**src/rtl/twb_irq_pkg.sv**
```systemverilog
package twb_irq_pkg;
  localparam int unsigned NUM_SRC  = 7;
  localparam int unsigned DATA_W   = 16;
  localparam int unsigned ADDR_W   = 2;
  localparam int unsigned OFS_STAT = 0;
  localparam int unsigned OFS_EN   = 1;
  localparam int unsigned OFS_VEC  = 2;
  // test-mode field of the vector register, always zero
  localparam int unsigned TM_LSB   = 8;
  localparam int unsigned TM_W     = 4;

  // status bit of a source: first six packed low, the rest moved up by three
  function automatic int unsigned stat_pos(int unsigned src);
    return (src < 6) ? src : src + 3;
  endfunction
endpackage

```
**src/rtl/twb_irq_flags.sv**
```systemverilog
module twb_irq_flags #(
  parameter int unsigned N = 7
) (
  input  logic         clk_i,
  input  logic         rst_ni,
  input  logic [N-1:0] set_i,
  input  logic [N-1:0] clr_i,
  output logic [N-1:0] flag_o
);
  logic [N-1:0] flag_q;

  for (genvar g = 0; g < N; g++) begin : g_flag
    // set wins over clear so a coincident event is kept
    always_ff @(posedge clk_i or negedge rst_ni) begin
      if (!rst_ni) flag_q[g] <= 1'b0;
      else         flag_q[g] <= set_i[g] | (flag_q[g] & ~clr_i[g]);
    end

    p_set_wins_r8: assert property (@(posedge clk_i) disable iff (!rst_ni)
      set_i[g] |=> flag_q[g]);
    p_clear_r5: assert property (@(posedge clk_i) disable iff (!rst_ni)
      (clr_i[g] && !set_i[g]) |=> !flag_q[g]);
    p_hold_r11: assert property (@(posedge clk_i) disable iff (!rst_ni)
      (!clr_i[g] && !set_i[g]) |=> $stable(flag_q[g]));
  end

  assign flag_o = flag_q;
endmodule

```
**src/rtl/twb_irq_prio.sv**
```systemverilog
module twb_irq_prio #(
  parameter int unsigned N      = 7,
  parameter int unsigned CODE_W = $clog2(N + 1)
) (
  input  logic              clk_i,
  input  logic              rst_ni,
  input  logic [N-1:0]      req_i,
  output logic [CODE_W-1:0] code_o,
  output logic [N-1:0]      sel_o
);
  always_comb begin
    code_o = '0;
    sel_o  = '0;
    for (int i = N - 1; i >= 0; i--) begin
      if (req_i[i]) begin
        code_o   = CODE_W'(i + 1);
        sel_o    = '0;
        sel_o[i] = 1'b1;
      end
    end
  end

  p_sel_onehot_r4: assert property (@(posedge clk_i) disable iff (!rst_ni)
    $onehot0(sel_o));
  p_code_valid_r3: assert property (@(posedge clk_i) disable iff (!rst_ni)
    (code_o != '0) |-> req_i[code_o - 1'b1]);
  p_none_r3: assert property (@(posedge clk_i) disable iff (!rst_ni)
    (req_i == '0) |-> (code_o == '0));
endmodule

```
**src/rtl/twb_irq_regs.sv**
```systemverilog
module twb_irq_regs
  import twb_irq_pkg::*;
#(
  parameter int unsigned N      = 7,
  parameter int unsigned DW     = 16,
  parameter int unsigned AW     = 2,
  parameter int unsigned CODE_W = $clog2(N + 1)
) (
  input  logic              clk_i,
  input  logic              rst_ni,
  input  logic [AW-1:0]     addr_i,
  input  logic              wr_i,
  input  logic              rd_i,
  input  logic [DW-1:0]     wdata_i,
  input  logic [N-1:0]      flag_i,
  input  logic [CODE_W-1:0] code_i,
  output logic [N-1:0]      en_o,
  output logic [N-1:0]      w1c_o,
  output logic              vec_rd_o,
  output logic [DW-1:0]     rdata_o
);
  localparam logic [AW-1:0] A_STAT = AW'(OFS_STAT);
  localparam logic [AW-1:0] A_EN   = AW'(OFS_EN);
  localparam logic [AW-1:0] A_VEC  = AW'(OFS_VEC);

  logic [N-1:0]  en_q;
  logic [DW-1:0] stat_img;
  logic [DW-1:0] vec_img;
  logic          stat_wr;
  logic          en_wr;

  assign stat_wr  = wr_i && (addr_i == A_STAT);
  assign en_wr    = wr_i && (addr_i == A_EN);
  assign vec_rd_o = rd_i && (addr_i == A_VEC);

  always_ff @(posedge clk_i or negedge rst_ni) begin
    if (!rst_ni)    en_q <= '0;
    else if (en_wr) en_q <= wdata_i[N-1:0];
  end

  always_comb begin
    stat_img = '0;
    w1c_o    = '0;
    for (int i = 0; i < N; i++) begin
      stat_img[stat_pos(i)] = flag_i[i];
      w1c_o[i]              = stat_wr && wdata_i[stat_pos(i)];
    end
  end

  always_comb begin
    vec_img = '0;
    vec_img[CODE_W-1:0] = code_i;
    vec_img[TM_LSB +: TM_W] = '0;
  end

  always_comb begin
    case (addr_i)
      A_STAT:  rdata_o = stat_img;
      A_EN:    rdata_o = DW'(en_q);
      A_VEC:   rdata_o = vec_img;
      default: rdata_o = '0;
    endcase
  end

  assign en_o = en_q;

  p_en_write_r2: assert property (@(posedge clk_i) disable iff (!rst_ni)
    en_wr |=> (en_o == $past(wdata_i[N-1:0])));
  p_vec_upper_zero_r9: assert property (@(posedge clk_i) disable iff (!rst_ni)
    (addr_i == A_VEC) |-> (rdata_o[DW-1:CODE_W] == '0));
  p_w1c_only_on_write_r6: assert property (@(posedge clk_i) disable iff (!rst_ni)
    !stat_wr |-> (w1c_o == '0));
endmodule

```
**src/rtl/twb_irq_vector.sv**
```systemverilog
module twb_irq_vector
  import twb_irq_pkg::*;
#(
  parameter int unsigned N  = NUM_SRC,
  parameter int unsigned DW = DATA_W,
  parameter int unsigned AW = ADDR_W
) (
  input  logic          clk_i,
  input  logic          rst_ni,
  input  logic [N-1:0]  evt_i,
  input  logic [AW-1:0] reg_addr_i,
  input  logic          reg_wr_i,
  input  logic          reg_rd_i,
  input  logic [DW-1:0] reg_wdata_i,
  output logic [DW-1:0] reg_rdata_o,
  output logic          irq_o
);
  localparam int unsigned CODE_W = $clog2(N + 1);

  logic [N-1:0]      flag;
  logic [N-1:0]      en;
  logic [N-1:0]      pend;
  logic [N-1:0]      sel;
  logic [N-1:0]      w1c;
  logic [N-1:0]      clr;
  logic [CODE_W-1:0] code;
  logic              vec_rd;

  twb_irq_flags #(.N(N)) u_flags (
    .clk_i  (clk_i),
    .rst_ni (rst_ni),
    .set_i  (evt_i),
    .clr_i  (clr),
    .flag_o (flag)
  );

  assign pend = flag & en;

  twb_irq_prio #(.N(N), .CODE_W(CODE_W)) u_prio (
    .clk_i  (clk_i),
    .rst_ni (rst_ni),
    .req_i  (pend),
    .code_o (code),
    .sel_o  (sel)
  );

  twb_irq_regs #(.N(N), .DW(DW), .AW(AW), .CODE_W(CODE_W)) u_regs (
    .clk_i    (clk_i),
    .rst_ni   (rst_ni),
    .addr_i   (reg_addr_i),
    .wr_i     (reg_wr_i),
    .rd_i     (reg_rd_i),
    .wdata_i  (reg_wdata_i),
    .flag_i   (flag),
    .code_i   (code),
    .en_o     (en),
    .w1c_o    (w1c),
    .vec_rd_o (vec_rd),
    .rdata_o  (reg_rdata_o)
  );

  // acknowledge: the read clears only the reported source
  assign clr   = w1c | (vec_rd ? sel : '0);
  assign irq_o = |pend;

  p_irq_code_r7: assert property (@(posedge clk_i) disable iff (!rst_ni)
    irq_o == (code != '0));
  p_irq_drop_r7: assert property (@(posedge clk_i) disable iff (!rst_ni)
    (vec_rd && !reg_wr_i && $countones(pend) == 1 && evt_i == '0) |=> !irq_o);
  p_ack_single_r5: assert property (@(posedge clk_i) disable iff (!rst_ni)
    vec_rd |-> $onehot0(clr));
endmodule

```
**config.mk**
```make
export PLATFORM = sky130hd
export DESIGN_NAME = twb_irq_vector
export DESIGN_NICKNAME = d
export VERILOG_FILES = /design/src/rtl/twb_irq_pkg.sv /design/src/rtl/twb_irq_flags.sv /design/src/rtl/twb_irq_prio.sv /design/src/rtl/twb_irq_regs.sv /design/src/rtl/twb_irq_vector.sv
export SDC_FILE = /design/constraint.sdc
export NUM_CORES = 1
export LEC_CHECK = 0
export ABC_CLOCK_PERIOD_IN_PS = 1300
export BUFFER_PORTS_ARGS = -buffer_cell sky130_fd_sc_hd__buf_2
export CAP_MARGIN = 20
export CORE_MARGIN = 10
export CORE_UTILIZATION = 40
export CTS_CLUSTER_DIAMETER = 40
export DETAILED_ROUTE_END_ITERATION = 6
export HOLD_SLACK_MARGIN = 0.08
export PLACE_DENSITY = 0.75
export SLEW_MARGIN = 20
export SYNTH_ARGS = -nofsm -noshare
export SYNTH_HDL_FRONTEND = slang
export SYNTH_SLANG_ARGS = --single-unit
```
**constraint.sdc**
```tcl
create_clock -name clk_i -period 1.3 [get_ports clk_i]
set_input_delay 0.26 -clock clk_i [delete_from_list [all_inputs] [get_ports clk_i]]
set_output_delay 0.26 -clock clk_i [all_outputs]
set_load 0.05 [all_outputs]
```
==> flow_summary.toml, run 1 <==
[run_status]
status = "finished with violations"
violations = "negative setup slack"

[hold_path]
hp-class = "input pin to flop"
worstHoldPathCells = 2
worst_hold_startpoint = "evt_i[0]"
hold_end = "u_flags.flag_o[0]"

[synth]
ys_async_sr_fraction_pct = 100
synth.top_cells.by_area = "dfrtp_1, mux2i_1, buf_4"
synthMostInstantiatedCell = "nand2_1"
post_synth.cell_area_avg_um2 = 10.1
synthesis.area_um2 = 885
synthTopCellsByCount = "nand2_1, dfrtp_1, buf_4"
ys_seq_area_share_pct = 39.6
synth_cells = 88
synth_edf_count = 0
synth_top_area_cell = "dfrtp_1"
synth_top_flop_cell = "dfrtp_1"
synth_seq_cells = 14
synth_top_area_share_pct = 39.6
synth.distinct_cells = 30
ys_warn_count = 0

[drt]
first_iter_violations = 39
num_vias = 978
wl_mm = 3.06
ant_nets = 0
drt-met1-wl_mm = 1.32
met3_length_um = 259
dr.max_layer_used = "met4"
dr_wl_met2_mm = 1.42
first_pass_iters = 5
drcViolationCount = 0
routed_via_density = 5.26
wire_per_inst_um = 16.5

[setup_path]
critPathCaptureType = "output port"
critPathLaunchType = "flop"
max_stage_delay_ps = 500
worstReg2RegStart = "u_regs.en_o[1]"
crit_type = "flop to output port"
worstReg2RegEnd = "u_flags.flag_o[6]"
slowest_stage = "a222oi_1"
path_cells = "buf_6 > a222oi_1 > o32ai_4 > buf_6"
worst-endpoint-arrival_ps = 1620
cp-startpoint = "u_regs.en_o[1]"
r2r_cells = 6
critPathRequiredTime_ps = 1040
crit_top_cell = "buf_6"
critPathMaxFanout = 5
rrSetupSlack_ps = -330

[timing]
fin_hold_ws_ps = 147
fmaxAchievable_ghz = 0.532
layout_worst_path_cycle_share_pct = 145
setup_ws_ps = -581
finalHoldViolCount = 0
rsz0062_at_grt = "true"
finalSetupViolCount = 13
worst_slew_pin_slew_ps = 503
period_minus_slack_ps = 1880
skew_ps = 5.80
slew_headroom_pct = 66.5
maxSlewViolCount = 0

[pwr]
peakVddDrop_uv = 1020
leakagePower_nw = 0.720
p_total_mw = 1.80
p_per_area_mw_per_mm2 = 1140

[layout]
drive_gt1_share_pct = 61.6
fillCellCount = 120
diodes = 0
synthToLayoutAreaGrowth_pct = 79.1
fin_util_pct = 78.3
post-route-cell-area_mm2 = 0.00158
finalNetCount = 189
final_cells = 186

[floorplan]
coreArea_mm2 = 0.00202
die-area_mm2 = 0.00449
io_pins = 46
fp-row-count = 16
fp.dieH_um = 67.0
die_width_um = 67.0
start_util_pct = 43.7

[clock_tree]
cts_buffer_depth = 2
cts-root-buf = "clkbuf_4"
clock_latency_ps = 280
htree_levels = 1
clk_pin_slew_ps = 90
cts.sinks = 14
cts_tree = "built"
numCtsBuffers = 3

[global_route]
grt_pass1_wl_mm = 4.69
grt_overflow = 0
grt_antenna_before_repair = 0
grt_max_degree = 15
grt_usage_pct = 13.4
grt_pass1_vias = 1035

[placed_design]
placed_cells = 171
place.gp.congestion = 0.835
placed_cell_area_mm2 = 0.00133
dp_hpwl_mm = 2.16
io_buffers = 29

[run]
cap_violations = 0
per-layer routing:
layer	global-route usage, %	vias to the layer above
li1	-	458
met1	15.8	469
met2	21.8	44
met3	3.34	7
met4	6.92	0
met5	0	-
cells by family after synthesis:
| family | count (synthesis) | synth area share, % |
|---|---|---|
| flops | 14 | 39.6 |
| compound gates | 17 | 16.5 |
| buf+inv | 10 | 7.92 |
| other cells | 1 | 0.424 |
| simple gates | 33 | 19.8 |
| mux | 13 | 15.7 |
flip-flops by register name (all words and copies together) (netlist names):
name / count
u_flags.flag_o: 7
u_regs.en_o: 7
worst max-delay path, delay by kind of cell (launching register included):
| family | cells | cell delay (ps) |
|---|---|---|
| compound gates | 2 | 630 |
| flops | 1 | 400 |
| buf+inv | 2 | 300 |
where the power goes:
part / switching [mW] / total (mW) / internal (mW) / leakage (nW)
Combinational: 0.455 / 0.924 / 0.469 / 0.553
Clock: 0.149 / 0.320 / 0.170 / 0.0210
Sequential: 0.0661 / 0.555 / 0.489 / 0.146
Total: 0.670 / 1.80 / 1.13 / 0.720
placed cells by master (no fill, tap or decap), types with 2 or more instances in the layout:
cell,count
nand3_2,2
nand3_1,2
and3b_1,2
and2_4,2
mux2_1,5
dfrtp_1,12
a31o_1,6
nand2_2,4
mux2i_1,6
buf_4,27
nor2_2,3
dfrtp_2,2
buf_6,22
clkbuf_4,3
mux2_2,2
buf_2,20
nand2_1,11
conb_1,8
a222oi_1,2
o32ai_4,2
cell type report:
cell class              count  area (µm²)  share of cell area [%]
clock buffers               4        36.3                    2.29
multi-input cells          71         601                    37.9
flip-flops and latches     14         353                    22.3
repair buffers             70         561                    35.4
well taps                  27        33.8                    2.13
timing repair:
action	4_1_cts	5_1_grt
endpoints found under the hold margin	14	0
setup buffers	8	6
pin swaps	9	10
setup endpoints to repair	13	14
hold buffers	1	0
resized for setup	33	11
per-stage QoR:
stage | worst slack, ps | setup TNS [ps]
after floorplan | -337 | -1670
after global placement | -434 | -2820
after detailed placement | -441 | -2990
after CTS | -576 | -4310
after global routing | -697 | -5830
final | -581 | -4670
worst max-delay path by stage:
stage               slack, ps              to
detailed placement       -440  reg_rdata_o[0]
floorplan                -340           irq_o
CTS                      -580  reg_rdata_o[1]
global placement         -430  reg_rdata_o[1]
global route             -700           irq_o
finish                   -580  reg_rdata_o[1]
No activity file was read; power rests on OpenSTA's default activity.
==> run 2: changes to the inputs <==
--- a/config.mk
+++ b/config.mk
@@ -6,7 +6,7 @@
 export NUM_CORES = 1
 export LEC_CHECK = 0
 export ABC_CLOCK_PERIOD_IN_PS = 1300
-export BUFFER_PORTS_ARGS = -buffer_cell sky130_fd_sc_hd__buf_2
+export BUFFER_PORTS_ARGS = -buffer_cell sky130_fd_sc_hd__buf_4
 export CAP_MARGIN = 20
 export CORE_MARGIN = 10
 export CORE_UTILIZATION = 40
==> run 2 against run 1 <==
The run still ends with negative setup slack left. Worst hold slack better by 9.6 ps. Cell count is 0.54% lower. Non-clock buffer count unchanged. Final area increased by 4.8%. Count of clock-buffer cells in the layout shrank 1. Utilization is 3.8 points higher. Sequential power up 1%. Highest routed layer unchanged.
==> flow_summary.toml, run 2 (same netlist as run 1, synthesis figures left out) <==
[clock_tree]
cts_buffer_depth = 2
clk_pin_slew_ps = 90
cts.sinks = 14
clock_latency_ps = 280
numCtsBuffers = 3
cts-root-buf = "clkbuf_4"
cts_tree = "built"
htree_levels = 1

[drt]
num_vias = 995
drcViolationCount = 0
first_iter_violations = 37
first_pass_iters = 4
drt-met1-wl_mm = 1.35
wl_mm = 3.49
met3_length_um = 288
dr.max_layer_used = "met4"
routed_via_density = 5.38
wire_per_inst_um = 18.9
ant_nets = 0
dr_wl_met2_mm = 1.83

[floorplan]
fp-row-count = 16
fp.dieH_um = 67.0
start_util_pct = 43.7
io_pins = 46
coreArea_mm2 = 0.00202
die-area_mm2 = 0.00449
die_width_um = 67.0

[global_route]
grt_max_degree = 15
grt_usage_pct = 14.8
grt_pass1_wl_mm = 5.20
grt_pass1_vias = 1143
grt_antenna_before_repair = 0
grt_overflow = 0

[placed_design]
io_buffers = 29
placed_cell_area_mm2 = 0.00143
dp_hpwl_mm = 2.65
place.gp.congestion = 0.827
pre_cts_slack_ps = -500

[timing]
finalSetupTns_ps = -4660
finalHoldViolCount = 0
setup_ws_ps = -622
period_minus_slack_ps = 1920
maxSlewViolCount = 0
fmaxAchievable_ghz = 0.520
skew_ps = 0.940
rsz0062_at_grt = "true"
layout_worst_path_cycle_share_pct = 148
finalSetupViolCount = 13

[setup_path]
r2r_cells = 7
critPathCaptureType = "output port"
critPathLaunchType = "flop"
critPathMaxFanout = 4
critPathRequiredTime_ps = 1040
worst-endpoint-arrival_ps = 1660
slowest_stage = "dfrtp_1"
path_cells = "a221oi_4 > a2111oi_4 > o32ai_4 > buf_6"
max_stage_delay_ps = 450
crit_type = "flop to output port"

[layout]
layout_commonest_cell = "buf_4"
fin_util_pct = 82.1
post-route-cell-area_mm2 = 0.00166
fillCellCount = 115
drive_gt1_share_pct = 64.6
finalNetCount = 189
diodes = 0
layout_common_cells = "buf_4, buf_6, nand2_1"
synthToLayoutAreaGrowth_pct = 87.7

[run_status]
violations = "negative setup slack"
status = "finished with violations"

[pwr]
leakagePower_nw = 0.730
peakVddDrop_uv = 855
p_total_mw = 1.77
p_per_area_mw_per_mm2 = 1070

[hold_path]
worstHoldPathCells = 2
hp-class = "input pin to flop"

[run]
cap_violations = 0
run 2: changes by cell type in the layout (fill, tap and decap cells not counted), sizes merged:
cell / change
clkbuf: -1
run 2: final timing paths:
check / startpoint / to / slack (ps)
min reg2reg: u_flags.flag_o[2] / u_flags.flag_o[2] / 630
min in group asynchronous: rst_ni / u_regs.en_o[0] / 360
max: u_regs.en_o[5] / reg_rdata_o[0] / -620
max in group asynchronous: rst_ni / u_flags.flag_o[5] / 760
min: evt_i[0] / u_flags.flag_o[0] / 160
max reg2reg: u_regs.en_o[0] / u_flags.flag_o[4] / -360
run 2: through the flow:
stage	cells	hold WS, ps
after global placement	175	116
after floorplan	95	-35.6
after detailed placement	175	119
final	185	157
after global routing	185	152
after CTS	181	156
run 2: what timing repair did:
action,CTS,global route
setup buffers,2,4
setup endpoints to repair,13,15
pin swaps,14,3
gates cloned,0,0
endpoints found under the hold margin,14,0
resized for setup,26,12
hold buffers,1,0
run 2: area by class of cell:
class	instances	area [µm²]	area share, %
timing repair buffer	70	596	35.9
sequential	14	355	21.4
tap	27	33.8	2.03
multi-input combinational	71	653	39.3
clock buffer	3	22.5	1.36
run 2: layer usage:
metal,vias up,GRT usage [%]
met4,0,5.90
met5,-,0
met1,489,15.0
li1,453,-
met3,4,4.35
met2,49,27.6
run 2: critical path: cells and delay by family, from the launching register on:
family	cells	cell delay, ps
buffers and inverters	1	200
flip-flops	1	450
AO/OA/AOI/OAI	3	730
run 2: where the power goes:
| group | internal, mW | switching [mW] |
|---|---|---|
| logic | 0.478 | 0.477 |
| registers | 0.490 | 0.0717 |
| clock network | 0.107 | 0.146 |
